<file path="src/rtl/pred_eob_pkg.sv">
package pred_eob_pkg;

    typedef enum logic [1:0] {
        TR_IDLE = 2'd0,
        TR_BUSY = 2'd1,
        TR_NSEQ = 2'd2,
        TR_SEQ  = 2'd3
    } trans_e;

    typedef enum logic [2:0] {
        BT_SINGLE = 3'd0,
        BT_INCR   = 3'd1,
        BT_WRAP4  = 3'd2,
        BT_INCR4  = 3'd3,
        BT_WRAP8  = 3'd4,
        BT_INCR8  = 3'd5,
        BT_WRAP16 = 3'd6,
        BT_INCR16 = 3'd7
    } burst_e;

    typedef enum logic [1:0] {
        SEG_NEVER = 2'd0,
        SEG_4     = 2'd1,
        SEG_8     = 2'd2,
        SEG_16    = 2'd3
    } seg_mode_e;

endpackage

</file>
<file path="src/rtl/eob_len_decode.sv">
module eob_len_decode
    import pred_eob_pkg::*;
#(
    parameter int CNT_W = 4
) (
    input  burst_e            kind,
    input  seg_mode_e         mode,
    output logic [CNT_W-1:0]  mask,
    output logic              open_ended
);

    // Base-2 log of the segment length; every length is a power of two,
    // so the end beat is the one whose low index bits are all ones.
    logic [2:0] len_log;

    always_comb begin
        open_ended = 1'b0;
        unique case (kind)
            BT_SINGLE:           len_log = 3'd0;
            BT_WRAP4, BT_INCR4:  len_log = 3'd2;
            BT_WRAP8, BT_INCR8:  len_log = 3'd3;
            BT_WRAP16, BT_INCR16: len_log = 3'd4;
            default: begin
                unique case (mode)
                    SEG_4:   len_log = 3'd2;
                    SEG_8:   len_log = 3'd3;
                    SEG_16:  len_log = 3'd4;
                    default: begin
                        len_log    = 3'd0;
                        open_ended = 1'b1;
                    end
                endcase
            end
        endcase
        mask = CNT_W'((32'd1 << len_log) - 32'd1);
    end

endmodule

</file>
<file path="src/rtl/eob_beat_track.sv">
module eob_beat_track
    import pred_eob_pkg::*;
#(
    parameter int CNT_W = 4
) (
    input  logic              clk,
    input  logic              rst_n,
    input  logic              start,
    input  logic              adv,
    input  burst_e            kind_in,
    input  seg_mode_e         mode_in,
    output logic [CNT_W-1:0]  idx,
    output burst_e            cur_kind,
    output seg_mode_e         cur_mode
);

    typedef struct packed {
        logic [CNT_W-1:0] cnt;
        burst_e           kind;
        seg_mode_e        mode;
    } trk_t;

    trk_t trk_d, trk_q;

    always_comb begin
        trk_d    = trk_q;
        idx      = start ? '0 : trk_q.cnt;
        cur_kind = start ? kind_in : trk_q.kind;
        cur_mode = start ? mode_in : trk_q.mode;
        if (start) begin
            trk_d.kind = kind_in;
            trk_d.mode = mode_in;
            trk_d.cnt  = '0;
        end
        if (adv) begin
            trk_d.cnt = idx + CNT_W'(1);
        end
    end

    always_ff @(posedge clk or negedge rst_n) begin
        if (!rst_n) begin
            trk_q <= '{cnt: '0, kind: BT_INCR, mode: SEG_NEVER};
        end else begin
            trk_q <= trk_d;
        end
    end

    assert_count_holds_R9: assert property (@(posedge clk) disable iff (!rst_n)
        (!adv && !start) |=> $stable(trk_q.cnt))
        else $error("beat count moved without an accepted beat");

    assert_restart_first_R11: assert property (@(posedge clk) disable iff (!rst_n)
        (start && adv) |=> (trk_q.cnt == CNT_W'(1)))
        else $error("nonsequential beat did not restart the count");

    assert_mode_latched_R12: assert property (@(posedge clk) disable iff (!rst_n)
        !start |=> $stable(trk_q.mode))
        else $error("mode changed outside a burst start");

endmodule

</file>
<file path="src/rtl/pred_eob_gen.sv">
module pred_eob_gen
    import pred_eob_pkg::*;
#(
    parameter int MAX_BEATS = 16
) (
    input  logic       clk,
    input  logic       rst_n,
    input  logic [1:0] trans,
    input  logic [2:0] burst,
    input  logic       beat_ok,
    input  logic [1:0] incr_mode,
    output logic       eob
);

    // The counter must span the longest segment (16 beats).
    localparam int CNT_W = (MAX_BEATS < 16) ? 4 : $clog2(MAX_BEATS);

    trans_e             trans_t;
    logic               start;
    logic               adv;
    logic [CNT_W-1:0]   idx;
    logic [CNT_W-1:0]   mask;
    logic               open_ended;
    burst_e             cur_kind;
    seg_mode_e          cur_mode;

    assign trans_t = trans_e'(trans);
    assign start   = (trans_t == TR_NSEQ);
    assign adv     = beat_ok && (trans_t == TR_NSEQ || trans_t == TR_SEQ);

    eob_beat_track #(.CNT_W(CNT_W)) u_track (
        .clk      (clk),
        .rst_n    (rst_n),
        .start    (start),
        .adv      (adv),
        .kind_in  (burst_e'(burst)),
        .mode_in  (seg_mode_e'(incr_mode)),
        .idx      (idx),
        .cur_kind (cur_kind),
        .cur_mode (cur_mode)
    );

    eob_len_decode #(.CNT_W(CNT_W)) u_decode (
        .kind       (cur_kind),
        .mode       (cur_mode),
        .mask       (mask),
        .open_ended (open_ended)
    );

    always_comb begin
        eob = adv && !open_ended && ((idx & mask) == mask);
    end

    assert_eob_on_beat_R10: assert property (@(posedge clk) disable iff (!rst_n)
        eob |-> (beat_ok && trans[1]))
        else $error("flag raised without an accepted active beat");

    assert_single_flag_R2: assert property (@(posedge clk) disable iff (!rst_n)
        (trans == 2'd2 && burst == 3'd0 && beat_ok) |-> eob)
        else $error("single transfer missed its flag");

    assert_never_mode_R6: assert property (@(posedge clk) disable iff (!rst_n)
        (trans == 2'd3 && cur_kind == BT_INCR && cur_mode == SEG_NEVER) |-> !eob)
        else $error("flag raised in never-break mode");

endmodule

</file>
<file path="config.mk">
export PLATFORM = sky130hd
export DESIGN_NAME = pred_eob_gen
export DESIGN_NICKNAME = d
export VERILOG_FILES = /design/src/rtl/pred_eob_pkg.sv /design/src/rtl/eob_len_decode.sv /design/src/rtl/eob_beat_track.sv /design/src/rtl/pred_eob_gen.sv
export SDC_FILE = /design/constraint.sdc
export NUM_CORES = 1
export LEC_CHECK = 0
export BUFFER_PORTS_ARGS = -buffer_cell sky130_fd_sc_hd__buf_2
export CAP_MARGIN = 20
export CORE_AREA = 2 2 39 41
export DETAILED_ROUTE_END_ITERATION = 10
export DIE_AREA = 0 0 41 43
export PLACE_DENSITY = 0.72
export SYNTH_ARGS = -nofsm -noshare
export SYNTH_HDL_FRONTEND = slang
export SYNTH_HIERARCHICAL = 1
export SYNTH_SLANG_ARGS = --single-unit
</file>
<file path="constraint.sdc">
create_clock -name clk -period 3.2 [get_ports clk]
set_clock_uncertainty 0.1 [all_clocks]
set_input_delay 0.32 -clock clk [delete_from_list [all_inputs] [get_ports clk]]
set_output_delay 0.32 -clock clk [all_outputs]
set_load 0.02 [all_outputs]
</file>
Word level (Yosys, flattened, before mapping)
Index checks and enable logic that the tools add are counted.

Bitwise operators: 1. $add $sub $neg: 2. Shifts and indexed selects: 1. Equal/unequal tests: 12. Reduce and logical (&&, ||, !) cells: 12. Multiplexer cells: 9.

Operators by type and width (number): == test 3 bit, second input constant (4); one-hot mux 3 bit (4 select lines) (1); 2-to-1 mux 9 bit (1); one-hot mux 3 bit (3 select lines) (1); == test 2 bit, second input constant (4); 2-to-1 mux 4 bit (2); OR reduction 7 bit (1); == test 3 x 2 -> 1 bit, second input constant (2); OR reduction 2 bit (3); adder 4 x 1 -> 4 bit, second input constant (1); AND 4 bit (1); == test 4 bit (1); << shifter 1 x 3 -> 4 bit, first input constant (1); subtractor 4 x 1 -> 4 bit, second input constant (1); logical AND 1 bit (3); zero test 3 bit (1); 2-to-1 mux 3 bit (1); OR reduction 3 bit (1); == test 2 x 1 -> 1 bit, second input constant (1); 2-to-1 mux 1 bit (2); 2-to-1 mux 2 bit (1); nonzero test 2 bit (1); zero test 1 bit (1); logical OR 1 bit (1).

Register bits after elaboration: 9. Logic and storage cells: 40. Output and inout bits: 1.

Depth between registers and ports, before layout
Depth in word-level cells: 10. Mapped depth: 13. Depth with buffers taken out: 11.

Modules after synthesis
The synthesis kept the hierarchy.

Modules (own cells, without submodules): eob_beat_track (times used 1, cells an instance 32, area an instance 432.9 sq um, sequential area each 226.5 sq um); eob_len_decode (times used 1, cells an instance 19, area an instance 131.4 sq um, sequential area each 0.0 sq um); pred_eob_gen (times used 1, cells an instance 8, area an instance 62.6 sq um, sequential area each 0.0 sq um).

Worst setup path before layout
No wires, ideal clock.

Path kind: input to output. Start: input port trans[1]. End: output port eob. Setup slack: 331 ps. Path buffers: 2. Arrival: 2449 ps. Stages: 12. Cells stage by stage: nor2b_1 buf_4 mux2_2 buf_4 inv_1 ha_1 o31ai_1 nand2_1 ha_1 xnor2_1 nor2b_1 nor3_2.

Longest elaborated chain between the ends: 10.

RTL lines: from (decl) (RTL line pred_eob_gen.sv:8) `input logic [1:0] trans,`; == test 2 bit * (RTL line pred_eob_gen.sv:28) `assign start = (trans_t == TR_NSEQ);`; 2-to-1 mux 2 bit * (RTL line eob_beat_track.sv:29) `cur_mode = start ? mode_in : trk_q.mode;`; named net cur_mode[0] (RTL line pred_eob_gen.sv:25) `seg_mode_e cur_mode;`; == test 2 bit or == test 2 x 1 -> 1 bit (tied branches) (RTL line eob_len_decode.sv:24) `unique case (mode)`; one-hot mux 3 bit (3 select lines) * (RTL line eob_len_decode.sv:24); one-hot mux 3 bit (4 select lines) * (RTL line eob_len_decode.sv:18) `unique case (kind)`; << shifter 1 x 3 -> 4 bit * (RTL line eob_len_decode.sv:35) `mask = CNT_W'((32'd1 << len_log) - 32'd1);`; subtractor 4 x 1 -> 4 bit * (RTL line eob_len_decode.sv:35); named net mask[0] (RTL line pred_eob_gen.sv:22) `logic [CNT_W-1:0] mask;`; AND 4 bit (RTL line pred_eob_gen.sv:51) `eob = adv && !open_ended && ((idx & mask) == mask);`; == test 4 bit * (RTL line pred_eob_gen.sv:51); logical AND 1 bit * (RTL line pred_eob_gen.sv:51); to (decl) (RTL line pred_eob_gen.sv:12) `output logic eob`.

The timed path passes the listed nets; every way through them passes the cells marked *.

Worst setup path after layout
Start: input port trans[1]. End: output port eob.

Longest elaborated chain between the ends: 10.

RTL lines: == test 2 bit * (RTL line pred_eob_gen.sv:28); named net start (RTL line pred_eob_gen.sv:19) `logic start;`; 2-to-1 mux 2 bit * (RTL line eob_beat_track.sv:29); named net cur_mode[0] (RTL line pred_eob_gen.sv:25); == test 2 bit or == test 2 x 1 -> 1 bit (tied branches) (RTL line eob_len_decode.sv:24); one-hot mux 3 bit (3 select lines) * (RTL line eob_len_decode.sv:24); one-hot mux 3 bit (4 select lines) * (RTL line eob_len_decode.sv:18); << shifter 1 x 3 -> 4 bit * (RTL line eob_len_decode.sv:35); subtractor 4 x 1 -> 4 bit * (RTL line eob_len_decode.sv:35); named net mask[0] (RTL line pred_eob_gen.sv:22); AND 4 bit (RTL line pred_eob_gen.sv:51); == test 4 bit * (RTL line pred_eob_gen.sv:51); logical AND 1 bit * (RTL line pred_eob_gen.sv:51).

Marks and branches as above.

==> key figures <==
Status
  • Status: finished clean

Layout
  • Reg with most FFs: u_track/trk_q
  • Fraction of layout cells with a size suffix above 1: 42.0%
  • Filler cell count: 137
  • Fin nets: 85
  • Number of diodes: 0
  • Area of the multi-input gates: 340 um2
  • Top flop regs: u_track/trk_q (9)
  • Number of flip-flops in the largest register: 9
  • Area grow syn2layout: 11.0%
  • Register Area: 226 um2
  • Post-layout util: 50.3%
  • Fin area: 696 um2

Floorplanning
  • Die area: 1760 um2
  • Rows: 14
  • I/O pins: 11
  • Core area: 1380 um2
  • Initial Utilization: 45.3%
  • Die height: 43 um
  • Die Wd: 41 um

Detailed routing
  • Vias: 411
  • # DRC: 0
  • Routed len/inst: 10.6 um
  • Final wirelength: 905 um
  • DR iter-0 viols: 4
  • Number of vias per cell: 4.84
  • First-pass DRT Iterations: 4
  • Post-route ant nets: 0

Critical path
  • Crit-path cells: buf_2, nor2b_1, mux2_2, inv_1, ha_1, o31ai_1, nand2_1, ha_1, xnor2_1, nor2b_1, nor3_2, buf_2
  • Reg2reg start: u_track/trk_q[5]
  • Critical path launch point type: primary input
  • Setup crit end kind: primary output
  • Crit Path Class: primary input to primary output
  • Critical Path Start: trans[1]
  • Crit-path max cell delay: 0.41 ns
  • CP Data Required Time: 2.78 ns
  • RR Endpoint: u_track/trk_q[6]
  • R2R cell count: 3
  • Peak fanout along the critical path: 3
  • Worst R2R Setup Slack: 1.90 ns
  • Slowest stage cell on the critical path: mux2_2
  • Crit path DAT: 2.53 ns

Clocking
  • Clk_lat worst skew: 0.25 ns
  • CTS tree: yes
  • H-Tree Depth: 1
  • CTS Buffer Depth: 2
  • CTS Sinks: 9
  • Clock slew at reported path FFs: 0.06 ns
  • Root buffer cell: clkbuf_4
  • Post-cts resize count: 0
  • Total CTS buffers: 3

Place
  • Final HPWL DP: 757 um
  • GP Congestion: 0.748
  • Dpl cell area: 659 um2
  • DP Worst Slack: 0.233 ns
  • Buffers on Ports: 10

Flow run
  • Max-Cap Viols: 0

Global route
  • Vias in the first global route: 398
  • Total gr overflow: 0
  • First-pass GRT wire length: 1650 um
  • Initial antenna violation count: 0
  • Total GRT Usage: 13.5%
  • Largest net degree at the start of global routing: 10

STA
  • F_max: 339 MHz
  • Final Worst Setup Slack: 0.251 ns
  • Fin. max-slew vios: 0
  • Setup violations, final: 0
  • Final min period: 2.95 ns
  • Fin Setup TNS: 0 ns
  • Relative slew slack: 79.4%
  • Tightest Pin Transition: 0.309 ns
  • RSZ-0062 raised after global routing: no
  • Crit share post-route: 92.2%
  • Fin. Hold Viols: 0

Power
  • Cell Pwr Density: 479 nW/um2
  • Leak pwr: 0.344 nW
  • P_int: 0.235 mW
  • Psw: 0.0982 mW
  • Max IR drop VDD: 0.239 mV
  • Sw Ratio: 29.5%
  • Share of power burned in registers: 42.1%
  • Combinational Power Share: 32.0%
  • Clock Power Share: 25.9%

Worst hold path
  • Hold Crit Start: incr_mode[0]
  • Worst hold endpoint: u_track/trk_q[0]
  • Hold depth: 2
  • Worst hold path type: primary input to flop

Logic synthesis
  • Synth unique cells: 23
  • Synth Cell Area: 627 um2
  • Flop and latch count out of synthesis: 9
  • Mapped Cells: 59
  • Syn nets: 74
  • Syn avg cell area: 10.6 um2
  • Seq/Total Area, Yosys: 36.1%
  • Synth warn: 6
## kinds of logic (layout without fill, tap and decap cells)
kind of cell,Yosys count,in the layout,share of synthesized area [%]
and+or+nand+nor,22,22,22.2
buffers and inverters,10,20,9.58
DFF,9,9,36.1
muxes,7,7,13.2
adders and majority gates,5,5,9.98
AOI/OAI and AO/OA,3,3,4.79
xor gates and xnor gates,3,3,4.19
## how the worst max path moves through the flow
stage / end / slack, ns / cells past startpoint
after floorplan: eob / 0.33 / 12
after global placement: eob / 0.25 / 12
after detailed placement: eob / 0.23 / 13
after CTS: eob / 0.23 / 13
after global routing: eob / 0.05 / 13
final: eob / 0.25 / 12
## area by class of cell
cell class | instances | share of cell area [%]
clock buffer | 4 | 3.78
inverter | 4 | 2.16
multi-input combinational | 40 | 48.9
sequential | 9 | 32.6
tap | 16 | 2.88
timing repair buffer | 12 | 9.71
## layout by cell type, fill, tap and decap left out, types with 2 or more instances in the layout
cell type,Yosys,final
nand2b_1,2,2
dfrtp_1,8,8
nor2b_2,4,4
ha_1,5,5
buf_2,0,10
nor2b_1,2,2
inv_1,4,4
mux2_2,6,6
nand4_1,2,2
clkbuf_4,0,3
xnor2_1,2,2
nand2_1,4,4
nor2_1,3,3
## power groups by stage
stage	registers (mW)	logic, mW	clock network (mW)
after floorplan	0.140	0.0983	0
after global placement	0.141	0.104	0
after detailed placement	0.142	0.107	0
after CTS	0.140	0.108	0.0901
after global routing	0.143	0.122	0.0952
final	0.140	0.106	0.0864
## critical path, delay by kind of cell
kind,cells,cell delay (ns)
AO/OA/AOI/OAI,1,0.23
XOR/XNOR,1,0.11
adder cells (fa/ha/maj),2,0.45
buffers and inverters,3,0.35
multiplexers,1,0.41
AND/OR/NAND/NOR,4,0.65
## Yosys cell counts
| cell | number | area, um2 |
|---|---|---|
| nor2b_1 | 2 | 12.5 |
| nor3_2 | 1 | 10.0 |
| nand4_1 | 2 | 12.5 |
| xor2_1 | 1 | 8.76 |
| o31ai_1 | 1 | 7.51 |
| xnor2_1 | 2 | 17.5 |
| nor2b_2 | 4 | 35.0 |
| dfrtp_1 | 8 | 200 |
| ha_1 | 5 | 62.6 |
| o2111ai_2 | 1 | 15.0 |
| nand2_1 | 4 | 15.0 |
| dfstp_2 | 1 | 26.3 |
| nor4bb_1 | 1 | 10.0 |
| buf_4 | 6 | 45.0 |
| nor2_1 | 3 | 11.3 |
| nand3_1 | 1 | 5.00 |
| and3_1 | 1 | 6.26 |
| inv_1 | 4 | 15.0 |
| and2_4 | 1 | 8.76 |
| mux2_4 | 1 | 15.0 |
| nand2b_1 | 2 | 12.5 |
| o21bai_1 | 1 | 7.51 |
| mux2_2 | 6 | 67.6 |
## through the flow
step / hold WS [ns] / power (mW) / std cells
floorplan: -0.0756 / 0.238 / 59
global placement: 0.0760 / 0.245 / 80
detailed placement: 0.0806 / 0.249 / 80
CTS: 0.236 / 0.338 / 85
global route: 0.253 / 0.359 / 85
finish: 0.242 / 0.333 / 85
## per-layer routing
metal	global-route usage (%)	wire [um]	vias up
li1	-	-	212
met1	19.2	427	194
met2	19.1	461	5
met3	1.57	16	0
met4	8.00	0	0
met5	0	0	-
## repair_timing
action | 4_1_cts | 5_1_grt
setup buffers | 0 | 0
endpoints found under the hold margin | 8 | 0
hold buffers | 1 | 0
Note: power is estimated with default switching activity, not from simulation.
